$ cat config.mk
export PLATFORM = sky130hd
export DESIGN_NAME = altop_unit
export DESIGN_NICKNAME = d
export VERILOG_FILES = /design/src/rtl/altop_pkg.sv /design/src/rtl/altop_ctrl.sv /design/src/rtl/altop_dpath.sv /design/src/rtl/altop_unit.sv
export SDC_FILE = /design/constraint.sdc
export NUM_CORES = 1
export LEC_CHECK = 0
export CORE_MARGIN = 2
export CORE_UTILIZATION = 30
export CTS_BUF_LIST = sky130_fd_sc_hd__clkbuf_16
export DETAILED_ROUTE_END_ITERATION = 8
export SYNTH_ARGS = -nofsm -noshare
export SYNTH_HDL_FRONTEND = slang
export SYNTH_SLANG_ARGS = --single-unit
$ cat constraint.sdc
create_clock -name clk -period 5.4 [get_ports clk]
set_input_delay 1.08 -clock clk [delete_from_list [all_inputs] [get_ports clk]]
set_output_delay 1.08 -clock clk [all_outputs]
set_load 0.01 [all_outputs]
$ cat src/rtl/altop_pkg.sv
package altop_pkg;

  // Instruction encodings seen on opCode
  typedef enum logic [2:0] {
    OP_NOP   = 3'd0,
    OP_MOVWF = 3'd1,
    OP_ADDWF = 3'd2,
    OP_SUBWF = 3'd3,
    OP_LDWK  = 3'd4,
    OP_MOVFW = 3'd5,
    OP_PFXK  = 3'd6,
    OP_PFXR  = 3'd7
  } op_e;

  // ALU result selection
  typedef enum logic [1:0] {
    ALU_PASSA = 2'd0,   // register-file operand
    ALU_PASSB = 2'd1,   // source operand (W, latch or immediate)
    ALU_ADD   = 2'd2,
    ALU_SUB   = 2'd3
  } alu_e;

  // Strobes from control to datapath
  typedef struct packed {
    logic useAlt;    // latch replaces W as source
    logic immSrc;    // immediate drives the source operand
    alu_e aluSel;
    logic wrReg;
    logic wrW;
    logic wrLatch;
    logic wrFlags;
  } ctl_t;

endpackage

$ cat src/rtl/altop_ctrl.sv
module altop_ctrl
  import altop_pkg::*;
(
  input  logic       clk,
  input  logic       rstN,
  input  logic       instValid,
  input  logic [2:0] opCode,
  output ctl_t       ctl,
  output logic       pending
);

  op_e  op;
  logic isPrefix;

  assign op       = op_e'(opCode);
  assign isPrefix = (op == OP_PFXK) || (op == OP_PFXR);

  always_comb begin
    ctl        = '0;
    ctl.useAlt = pending;
    ctl.aluSel = ALU_PASSB;
    if (instValid) begin
      unique case (op)
        OP_NOP: ;
        OP_MOVWF: begin
          ctl.aluSel = ALU_PASSB;
          ctl.wrReg  = 1'b1;
        end
        OP_ADDWF: begin
          ctl.aluSel  = ALU_ADD;
          ctl.wrReg   = 1'b1;
          ctl.wrFlags = 1'b1;
        end
        OP_SUBWF: begin
          ctl.aluSel  = ALU_SUB;
          ctl.wrReg   = 1'b1;
          ctl.wrFlags = 1'b1;
        end
        OP_LDWK: begin
          ctl.immSrc = 1'b1;
          ctl.aluSel = ALU_PASSB;
          ctl.wrW    = 1'b1;
        end
        OP_MOVFW: begin
          ctl.aluSel = ALU_PASSA;
          ctl.wrW    = 1'b1;
        end
        OP_PFXK: begin
          ctl.immSrc  = 1'b1;
          ctl.aluSel  = ALU_PASSB;
          ctl.wrLatch = 1'b1;
        end
        OP_PFXR: begin
          ctl.aluSel  = ALU_PASSA;
          ctl.wrLatch = 1'b1;
        end
        default: ;
      endcase
    end
  end

  // One-shot substitute flag: any valid non-prefix instruction consumes it
  always_ff @(posedge clk or negedge rstN) begin
    if (!rstN)          pending <= 1'b0;
    else if (instValid) pending <= isPrefix;
  end

endmodule

$ cat src/rtl/altop_dpath.sv
module altop_dpath
  import altop_pkg::*;
#(
  parameter int DW = 8,
  parameter int AW = 4
) (
  input  logic          clk,
  input  logic          rstN,
  input  ctl_t          ctl,
  input  logic [AW-1:0] regAddr,
  input  logic [DW-1:0] immData,
  input  logic [DW-1:0] rfRdData,
  output logic [AW-1:0] rfAddr,
  output logic          rfWrEn,
  output logic [DW-1:0] rfWrData,
  output logic [DW-1:0] wOut,
  output logic          carryOut,
  output logic          zeroOut
);

  localparam int EW = DW + 1;

  logic [DW-1:0] wReg, altReg, opA, opB, aluRes;
  logic [EW-1:0] extRes;
  logic          aluCarry, carryReg, zeroReg;

  assign opA = rfRdData;
  assign opB = ctl.immSrc ? immData : (ctl.useAlt ? altReg : wReg);

  always_comb begin
    extRes   = '0;
    aluRes   = opB;
    aluCarry = 1'b0;
    unique case (ctl.aluSel)
      ALU_PASSA: aluRes = opA;
      ALU_PASSB: aluRes = opB;
      ALU_ADD: begin
        extRes   = {1'b0, opA} + {1'b0, opB};
        aluRes   = extRes[DW-1:0];
        aluCarry = extRes[DW];
      end
      ALU_SUB: begin
        extRes   = {1'b0, opA} - {1'b0, opB};
        aluRes   = extRes[DW-1:0];
        aluCarry = ~extRes[DW];
      end
      default: ;
    endcase
  end

  always_ff @(posedge clk or negedge rstN) begin
    if (!rstN) begin
      wReg     <= '0;
      altReg   <= '0;
      carryReg <= 1'b0;
      zeroReg  <= 1'b0;
    end else begin
      if (ctl.wrW)     wReg   <= aluRes;
      if (ctl.wrLatch) altReg <= aluRes;
      if (ctl.wrFlags) begin
        carryReg <= aluCarry;
        zeroReg  <= (aluRes == '0);
      end
    end
  end

  assign rfAddr   = regAddr;
  assign rfWrEn   = ctl.wrReg;
  assign rfWrData = aluRes;
  assign wOut     = wReg;
  assign carryOut = carryReg;
  assign zeroOut  = zeroReg;

endmodule

$ cat src/rtl/altop_unit.sv
module altop_unit
  import altop_pkg::*;
#(
  parameter int DW = 8,
  parameter int AW = 4
) (
  input  logic          clk,
  input  logic          rstN,
  input  logic          instValid,
  input  logic [2:0]    opCode,
  input  logic [AW-1:0] regAddr,
  input  logic [DW-1:0] immData,
  output logic [AW-1:0] rfAddr,
  input  logic [DW-1:0] rfRdData,
  output logic          rfWrEn,
  output logic [DW-1:0] rfWrData,
  output logic [DW-1:0] wOut,
  output logic          carryOut,
  output logic          zeroOut,
  output logic          irqHold
);

  ctl_t ctl;
  logic pending;

  altop_ctrl u_ctrl (
    .clk       (clk),
    .rstN      (rstN),
    .instValid (instValid),
    .opCode    (opCode),
    .ctl       (ctl),
    .pending   (pending)
  );

  altop_dpath #(.DW(DW), .AW(AW)) u_dpath (
    .clk      (clk),
    .rstN     (rstN),
    .ctl      (ctl),
    .regAddr  (regAddr),
    .immData  (immData),
    .rfRdData (rfRdData),
    .rfAddr   (rfAddr),
    .rfWrEn   (rfWrEn),
    .rfWrData (rfWrData),
    .wOut     (wOut),
    .carryOut (carryOut),
    .zeroOut  (zeroOut)
  );

  assign irqHold = pending;

endmodule

==> results of run 1 <==
-- stage by stage --
step                cell area [um^2]  TNS (ns)  utilization [%]  hold slack (ns)  cells
floorplan                       2020         0                -            0.450    233
global placement                2530         0             39.4            0.462    350
detailed placement              2530   -0.0518             39.4            0.471    350
CTS                             2610         0             40.6            0.482    354
global route                    2700         0             42.0            0.507    355
finish                          2700         0             42.0            0.479    355
-- where the power goes --
group / internal [mW] / switching, mW / total (mW)
Combinational: 0.356 / 0.333 / 0.688
Clock: 0.0985 / 0.0514 / 0.150
Sequential: 0.190 / 0.0332 / 0.223
-- flip-flops by register name (all words and copies together), names as in the netlist --
signal            flops
u_dpath.zeroOut       1
u_dpath.wOut          8
u_dpath.altReg        8
u_ctrl.pending        1
u_dpath.carryOut      1
-- final cells by class --
| cell class | count | area, um^2 | area share (%) |
|---|---|---|---|
| multi-input combinational | 177 | 1430 | 53.0 |
| timing repair buffer | 57 | 541 | 20.0 |
| sequential | 19 | 475 | 17.6 |
| tap | 77 | 96.3 | 3.57 |
| inverter | 21 | 78.8 | 2.92 |
| clock buffer | 3 | 75.1 | 2.78 |
| clock inverter | 1 | 3.75 | 0.139 |
-- logic make-up (layout without fill, tap and decap cells) --
kind of cell    Yosys count  after routing  share of synthesized area (%)
fa+ha+maj                21             21                           13.7
flops                    19             19                           23.5
xor+xnor                  7              7                           3.03
compound gates           65             65                           21.6
mux                      17             17                           9.96
simple gates             66             67                           18.4
buf+inv                  38             82                           9.77
-- synthesized netlist by cell type (2+ instances only) --
| cell | instances | share of area, % |
|---|---|---|
| sky130_fd_sc_hd__inv_1 | 19 | 3.5 |
| sky130_fd_sc_hd__a21oi_1 | 12 | 3.0 |
| sky130_fd_sc_hd__mux2i_1 | 7 | 3.5 |
| sky130_fd_sc_hd__o31ai_1 | 2 | 0.74 |
| sky130_fd_sc_hd__nor2b_1 | 2 | 0.62 |
| sky130_fd_sc_hd__mux2_4 | 2 | 1.5 |
| sky130_fd_sc_hd__dfrtp_1 | 19 | 24 |
| sky130_fd_sc_hd__buf_2 | 2 | 0.49 |
| sky130_fd_sc_hd__nand2_1 | 22 | 4.1 |
| sky130_fd_sc_hd__a21o_1 | 2 | 0.74 |
| sky130_fd_sc_hd__nor2_1 | 14 | 2.6 |
| sky130_fd_sc_hd__inv_2 | 2 | 0.37 |
| sky130_fd_sc_hd__buf_6 | 4 | 2.2 |
| sky130_fd_sc_hd__a211oi_1 | 2 | 0.74 |
| sky130_fd_sc_hd__nor3b_1 | 3 | 1.1 |
| sky130_fd_sc_hd__nand2b_1 | 2 | 0.62 |
| sky130_fd_sc_hd__buf_4 | 6 | 2.2 |
| sky130_fd_sc_hd__o21ai_0 | 21 | 5.2 |
| sky130_fd_sc_hd__nor3_1 | 6 | 1.5 |
| sky130_fd_sc_hd__clkbuf_1 | 5 | 0.93 |
| sky130_fd_sc_hd__nand3_1 | 3 | 0.74 |
| sky130_fd_sc_hd__o221ai_1 | 3 | 1.3 |
| sky130_fd_sc_hd__xnor2_1 | 7 | 3.0 |
| sky130_fd_sc_hd__o21bai_1 | 3 | 1.1 |
| sky130_fd_sc_hd__and2b_1 | 2 | 0.74 |
| sky130_fd_sc_hd__fa_1 | 2 | 2.0 |
| sky130_fd_sc_hd__mux2_2 | 7 | 3.9 |
| sky130_fd_sc_hd__ha_1 | 19 | 12 |
| sky130_fd_sc_hd__a221oi_1 | 2 | 0.87 |
| sky130_fd_sc_hd__a21oi_2 | 4 | 1.7 |
-- critical path, cell delays in order --
cell	delay, ns
sky130_fd_sc_hd__clkdlybuf4s50_1	0.46
sky130_fd_sc_hd__nand3b_4	0.23
sky130_fd_sc_hd__o21ai_2	0.19
sky130_fd_sc_hd__inv_1	0.08
sky130_fd_sc_hd__ha_1	0.34
sky130_fd_sc_hd__and2_1	0.15
sky130_fd_sc_hd__a21boi_1	0.10
sky130_fd_sc_hd__a221oi_1	0.28
sky130_fd_sc_hd__o31ai_1	0.13
sky130_fd_sc_hd__xnor2_1	0.16
sky130_fd_sc_hd__a221oi_2	0.33
sky130_fd_sc_hd__inv_1	0.07
sky130_fd_sc_hd__clkdlybuf4s50_1	0.49
-- cells in the final DEF, fill, tap and decap left out, types with 4 or more instances in the layout --
cell type	count
sky130_fd_sc_hd__dlymetal6s2s_1	4
sky130_fd_sc_hd__xnor2_1	7
sky130_fd_sc_hd__inv_1	20
sky130_fd_sc_hd__buf_4	16
sky130_fd_sc_hd__o21ai_1	4
sky130_fd_sc_hd__a21oi_1	10
sky130_fd_sc_hd__clkdlybuf4s50_1	37
sky130_fd_sc_hd__nand2_1	22
sky130_fd_sc_hd__o21ai_0	16
sky130_fd_sc_hd__mux2_2	7
sky130_fd_sc_hd__a21oi_2	6
sky130_fd_sc_hd__mux2i_1	7
sky130_fd_sc_hd__dfrtp_1	19
sky130_fd_sc_hd__ha_1	17
sky130_fd_sc_hd__nor2_1	14
sky130_fd_sc_hd__nor3_1	5
-- routing by layer --
metal  routed length, um  GRT usage, %
met5                   0             0
met4                  18          1.88
met3                 229          2.41
met2                2720          24.4
met1                2450          18.5
-- worst paths after layout --
check                                               from                            end  slack (ns)  cells past startpoint
min in group asynchronous                           rstN    u_dpath.wOut[1]$_DFFE_PN0P_        1.31                      1
max                                            opCode[0]                    rfWrData[5]        0.23                     13
min reg2reg                u_dpath.altReg[0]$_DFFE_PN0P_  u_dpath.altReg[0]$_DFFE_PN0P_        0.48                      2
min                        u_dpath.altReg[0]$_DFFE_PN0P_  u_dpath.altReg[0]$_DFFE_PN0P_        0.48                      2
max reg2reg                   u_ctrl.pending$_DFFE_PN0P_    u_dpath.zeroOut$_DFFE_PN0P_        2.08                     14
max in group asynchronous                           rstN    u_dpath.wOut[4]$_DFFE_PN0P_        3.57                      1
-- repair_timing --
action,in CTS,in global routing
cloned,0,1
hold buffers,0,0
resized for setup,1,20
pin swaps,0,1
hold endpoints to repair,0,0
endpoints found under the setup margin,2,3
==> results.md, run 1 <==
| Metric | Reported |
|---|---|
| Run status | complete, no violations |
| Number of placement rows | 29 |
| Count of buffers added by post-CTS timing repair for setup | 0 |
| Pin count of the biggest net entering global routing | 20 |
| Worst path required time | 4.32 ns |
| Warning count from the yosys run | 0 |
| Share of final-layout standard cells stronger than drive strength 1 | 20.1% |
| Post-synthesis sequential area ratio | 23.5% |
| Wire length of the first global-routing pass | 8310 um |
| Final worst-path setup slack | 0.230 ns |
| Final Max Slew Viols | 0 |
| Clock Sinks | 19 |
| Final Hold Violating Endpoints | 0 |
| Worst Clk Skew | 0.00148 ns |
| Kind of launch point of the worst setup path | input port |
| Global route overflow | 0 |
| Commonest register cell after synthesis | sky130_fd_sc_hd__dfrtp_1 |
| Number of enable-type register cells in the synthesized netlist | 0 |
| Maximum fanout encountered on the critical timing path | 4 |
| Time the final worst path needs with I/O delays and setup | 5.17 ns |
| Number of max-cap violations | 0 |
| Number of global-route vias before repair | 1746 |
| Chip width | 86.1 um |
| Height of the chip | 86.1 um |
| TritonCTS Buffers | 3 |
| Share of async-settable or async-resettable flops after synthesis | 100% |
| Core box area | 6420 um^2 |
| Static leakage | 1.24 nW |
| Data arrival time of the critical path | 4.09 ns |
| Count of distinct cell types in the synthesized netlist | 57 |
| Routed wire length per instance | 15.3 um |
| # port buffers | 41 |
| Total design power | 1.06 mW |
| Via total after detailed routing | 1819 |
| Count of state elements after synthesis | 19 |
| Overall Global Routing Usage | 14.0% |
| Ratio of final minimum period to clock period | 95.7% |
| Starting utilization of the core area | 31.5% |
| Vias per cell | 5.12 |
| RSZ-0062 raised after global routing | false |
| Clock-pin slew on the worst setup and hold paths | 0.05 ns |
| Final WL | 5420 um |
| Number of levels in the clock H-tree | 1 |
| Area growth from synthesis to final layout | 33.5% |
| DR DRC count | 0 |
| Setup CP Type | input port to primary output |
| RePlAce Congestion | 0.816 |
| Detail Placement HPWL | 4280 um |
| Setup-violating endpoint count in the final report | 0 |
| Worst max-slew margin expressed relative to the limit | 43.8% |
| Antenna Cells | 0 |
| Number of buffers between clock root and the deepest sink | 2 |
| Crit end category | primary output |
| Syn Std Cell Area | 2020 um^2 |
| Final Net Count | 326 |
| Die Footprint | 7420 um^2 |
| Pre-CTS setup slack | -0.0352 ns |
| Average footprint of a synthesized cell | 8.68 um^2 |
| Initial antenna violation count | 0 |
| Areal power density over the cells | 393 nW/um^2 |
| Least-Margin Pin Slew | 0.841 ns |
| Remaining antenna violation count | 0 |
| Count of TritonRoute iterations in the first routing pass | 4 |
| Clk_lat worst skew | 0.25 ns |
| Hold WC Path Type | flop to flop |
| Maximum clock rate | 193 MHz |
| Number of top-level pins | 50 |
| Number of standard cells after synthesis | 233 |
| TritonCTS clock tree | built |
| Master cell of the clock root buffer | sky130_fd_sc_hd__clkbuf_16 |
| VDD IR max | 0.000159 V |
| Number of nets produced by synthesis | 280 |
| # fillers | 627 |
| Number of DRC violations after detailed-routing iteration 0 | 49 |
Note: power is estimated with default switching activity, not from simulation.
==> inputs of run 2 (changes only) <==
--- a/config.mk
+++ b/config.mk
@@ -6,9 +6,10 @@
 export NUM_CORES = 1
 export LEC_CHECK = 0
 export CORE_MARGIN = 2
-export CORE_UTILIZATION = 30
+export CORE_UTILIZATION = 50
 export CTS_BUF_LIST = sky130_fd_sc_hd__clkbuf_16
 export DETAILED_ROUTE_END_ITERATION = 8
+export PLACE_DENSITY = 0.86
 export SYNTH_ARGS = -nofsm -noshare
 export SYNTH_HDL_FRONTEND = slang
 export SYNTH_SLANG_ARGS = --single-unit
==> results.md, run 2 (synthesized netlist as in run 1, its figures left out) <==
| Metric | Reported |
|---|---|
| Run status | complete, no violations |
| Setup-violating endpoint count in the final report | 0 |
| Core box area | 3940 um^2 |
| Number of max-cap violations | 0 |
| Remaining antenna violation count | 0 |
| Register-to-register setup slack | 1.94 ns |
| Most frequent standard cell in the layout excluding fill and tap cells | sky130_fd_sc_hd__clkdlybuf4s50_1 |
| Final WL | 5740 um |
| Least-Margin Pin Slew | 0.846 ns |
| Final-layout worst hold slack | 0.498 ns |
| Starting utilization of the core area | 51.3% |
| Wire length of the first global-routing pass | 7990 um |
| Count of cells along the worst hold path | 2 |
| Final Max Slew Viols | 0 |
| Number of placement rows | 23 |
| Number of global-route vias before repair | 1743 |
| Crit end category | primary output |
| Worst max-slew margin expressed relative to the limit | 43.4% |
| Height of the chip | 67.6 um |
| Overall Global Routing Usage | 23.3% |
| TritonCTS clock tree | built |
| # fillers | 290 |
| Final Instance Count excl. Fillers | 329 |
| Time the final worst path needs with I/O delays and setup | 5.34 ns |
| Kind of launch point of the worst setup path | input port |
| Data arrival time of the critical path | 4.26 ns |
| Via total after detailed routing | 1951 |
| Internal power consumption | 641 uW |
| VDD IR max | 0.000297 V |
| Master cell of the clock root buffer | sky130_fd_sc_hd__clkbuf_16 |
| Hold WC Path Type | flop to flop |
| Areal power density over the cells | 402 nW/um^2 |
| Sequential Power Share | 21.0% |
| Worst Setup SP | opCode[0] |
| Hold Path Origin | u_dpath.altReg[5]$_DFFE_PN0P_ |
| Die Footprint | 4570 um^2 |
| Number of top-level pins | 50 |
| Final Hold Violating Endpoints | 0 |
| Number of buffers between clock root and the deepest sink | 2 |
| Clk_lat worst skew | 0.25 ns |
| Initial antenna violation count | 0 |
| Chip width | 67.6 um |
| Highest-count cells in the layout ignoring fill and taps | sky130_fd_sc_hd__clkdlybuf4s50_1 (38), sky130_fd_sc_hd__nand2_1 (22), sky130_fd_sc_hd__inv_1 (20), sky130_fd_sc_hd__dfrtp_1 (19) |
| Final Net Count | 327 |
| Logic gate share of total power | 65.3% |
| Maximum fanout encountered on the critical timing path | 5 |
| Switching part of the total power | 40.2% |
| Count of TritonRoute iterations in the first routing pass | 5 |
| # port buffers | 41 |
| Switching power | 431 uW |
| Maximum clock rate | 187 MHz |
| Worst reg2reg path endpoint | u_dpath.zeroOut$_DFFE_PN0P_ |
| Fraction of power consumed by the clock network | 13.7% |
| Area growth from synthesis to final layout | 31.8% |
| Reg-to-Reg Start | u_ctrl.pending$_DFFE_PN0P_ |
| Static leakage | 1.23 nW |
| CTS Hold Buffers Added | 0 |
| Vias per cell | 5.93 |
| Number of levels in the clock H-tree | 1 |
| Routed wire length per instance | 17.4 um |
| Share of final-layout standard cells stronger than drive strength 1 | 20.4% |
| Detail Placement HPWL | 4040 um |
| Global route overflow | 0 |
| Worst path required time | 4.32 ns |
| Total design power | 1.07 mW |
| Capture endpoint of the worst hold path | u_dpath.altReg[5]$_DFFE_PN0P_ |
| Setup CP Type | input port to primary output |
| Depth of the worst register-to-register path | 14 |
| Ratio of final minimum period to clock period | 98.8% |
| TritonCTS Buffers | 3 |
| Number of DRC violations after detailed-routing iteration 0 | 173 |
| Placed cell area | 2480 um^2 |
| Worst Clk Skew | 0.00402 ns |
| Antenna Cells | 0 |
| RePlAce Congestion | 0.895 |
| DR DRC count | 0 |
| Instance count after placement with tap cells included | 321 |
| Clock-pin slew on the worst setup and hold paths | 0.05 ns |
| Non-Filler Cell Area, Final | 2670 um^2 |
| Clock Sinks | 19 |
| Pin count of the biggest net entering global routing | 20 |
## run 2: timing repair
action | 4_1_cts | 5_1_grt
buffers inserted | 0 | 3
endpoints found under the setup margin | 1 | 3
cloned | 0 | 1
gates resized for setup | 1 | 18
pin swaps | 0 | 1
## run 2: power groups by stage
stage	registers [mW]	clock network [mW]	logic (mW)
final	0.225	0.147	0.700
after global routing	0.229	0.153	0.754
after CTS	0.224	0.147	0.653
after detailed placement	0.225	0	0.643
after global placement	0.222	0	0.629
after floorplan	0.228	0	0.405
## run 2: how the worst max path moves through the flow
stage	end	slack, ns
finish	rfWrData[6]	0.06
global route	rfWrData[6]	-0.04
CTS	rfWrData[7]	0.004
detailed placement	rfWrData[6]	-0.08
global placement	rfWrData[7]	0.06
floorplan	rfWrData[7]	0.87
## run 2: metal layers
| layer | vias to the layer above | global-route usage, % | share of wire, % |
|---|---|---|---|
| met1 | 936 | 29.0 | 41 |
| met5 | - | 0 | 0 |
| li1 | 907 | - | - |
| met4 | 0 | 6.89 | 2.8 |
| met2 | 86 | 41.1 | 51 |
| met3 | 22 | 3.50 | 4.8 |
## run 2: metrics by stage
stage	TNS (ns)	worst slack [ns]	util [%]
2_1_floorplan	0	0.873	-
3_3_place_gp	0	0.0585	63.0
3_5_place_dp	-0.0784	-0.0784	63.0
6_report	0	0.0636	67.6
4_1_cts	0	0.00418	65.1
5_1_grt	-0.0442	-0.0442	67.6
## run 2: area by class of cell
class | count | area [um^2] | share of cell area [%]
clock buffer | 3 | 75.1 | 2.82
clock inverter | 1 | 3.75 | 0.141
inverter | 21 | 78.8 | 2.96
multi-input combinational | 177 | 1430 | 53.4
sequential | 19 | 475 | 17.8
tap | 50 | 62.6 | 2.35
timing repair buffer | 58 | 546 | 20.5
## run 2: critical path, cell delays in order
cell,delay [ns]
sky130_fd_sc_hd__clkdlybuf4s50_1,0.52
sky130_fd_sc_hd__nand3b_4,0.19
sky130_fd_sc_hd__nor2_2,0.06
sky130_fd_sc_hd__a21oi_4,0.16
sky130_fd_sc_hd__ha_1,0.19
sky130_fd_sc_hd__inv_1,0.05
sky130_fd_sc_hd__fa_1,0.39
sky130_fd_sc_hd__nand2b_1,0.15
sky130_fd_sc_hd__a211oi_2,0.10
sky130_fd_sc_hd__mux2_4,0.31
sky130_fd_sc_hd__nor3_2,0.23
sky130_fd_sc_hd__nor2_1,0.11
sky130_fd_sc_hd__a21oi_2,0.18
sky130_fd_sc_hd__inv_2,0.06
sky130_fd_sc_hd__clkdlybuf4s50_1,0.47
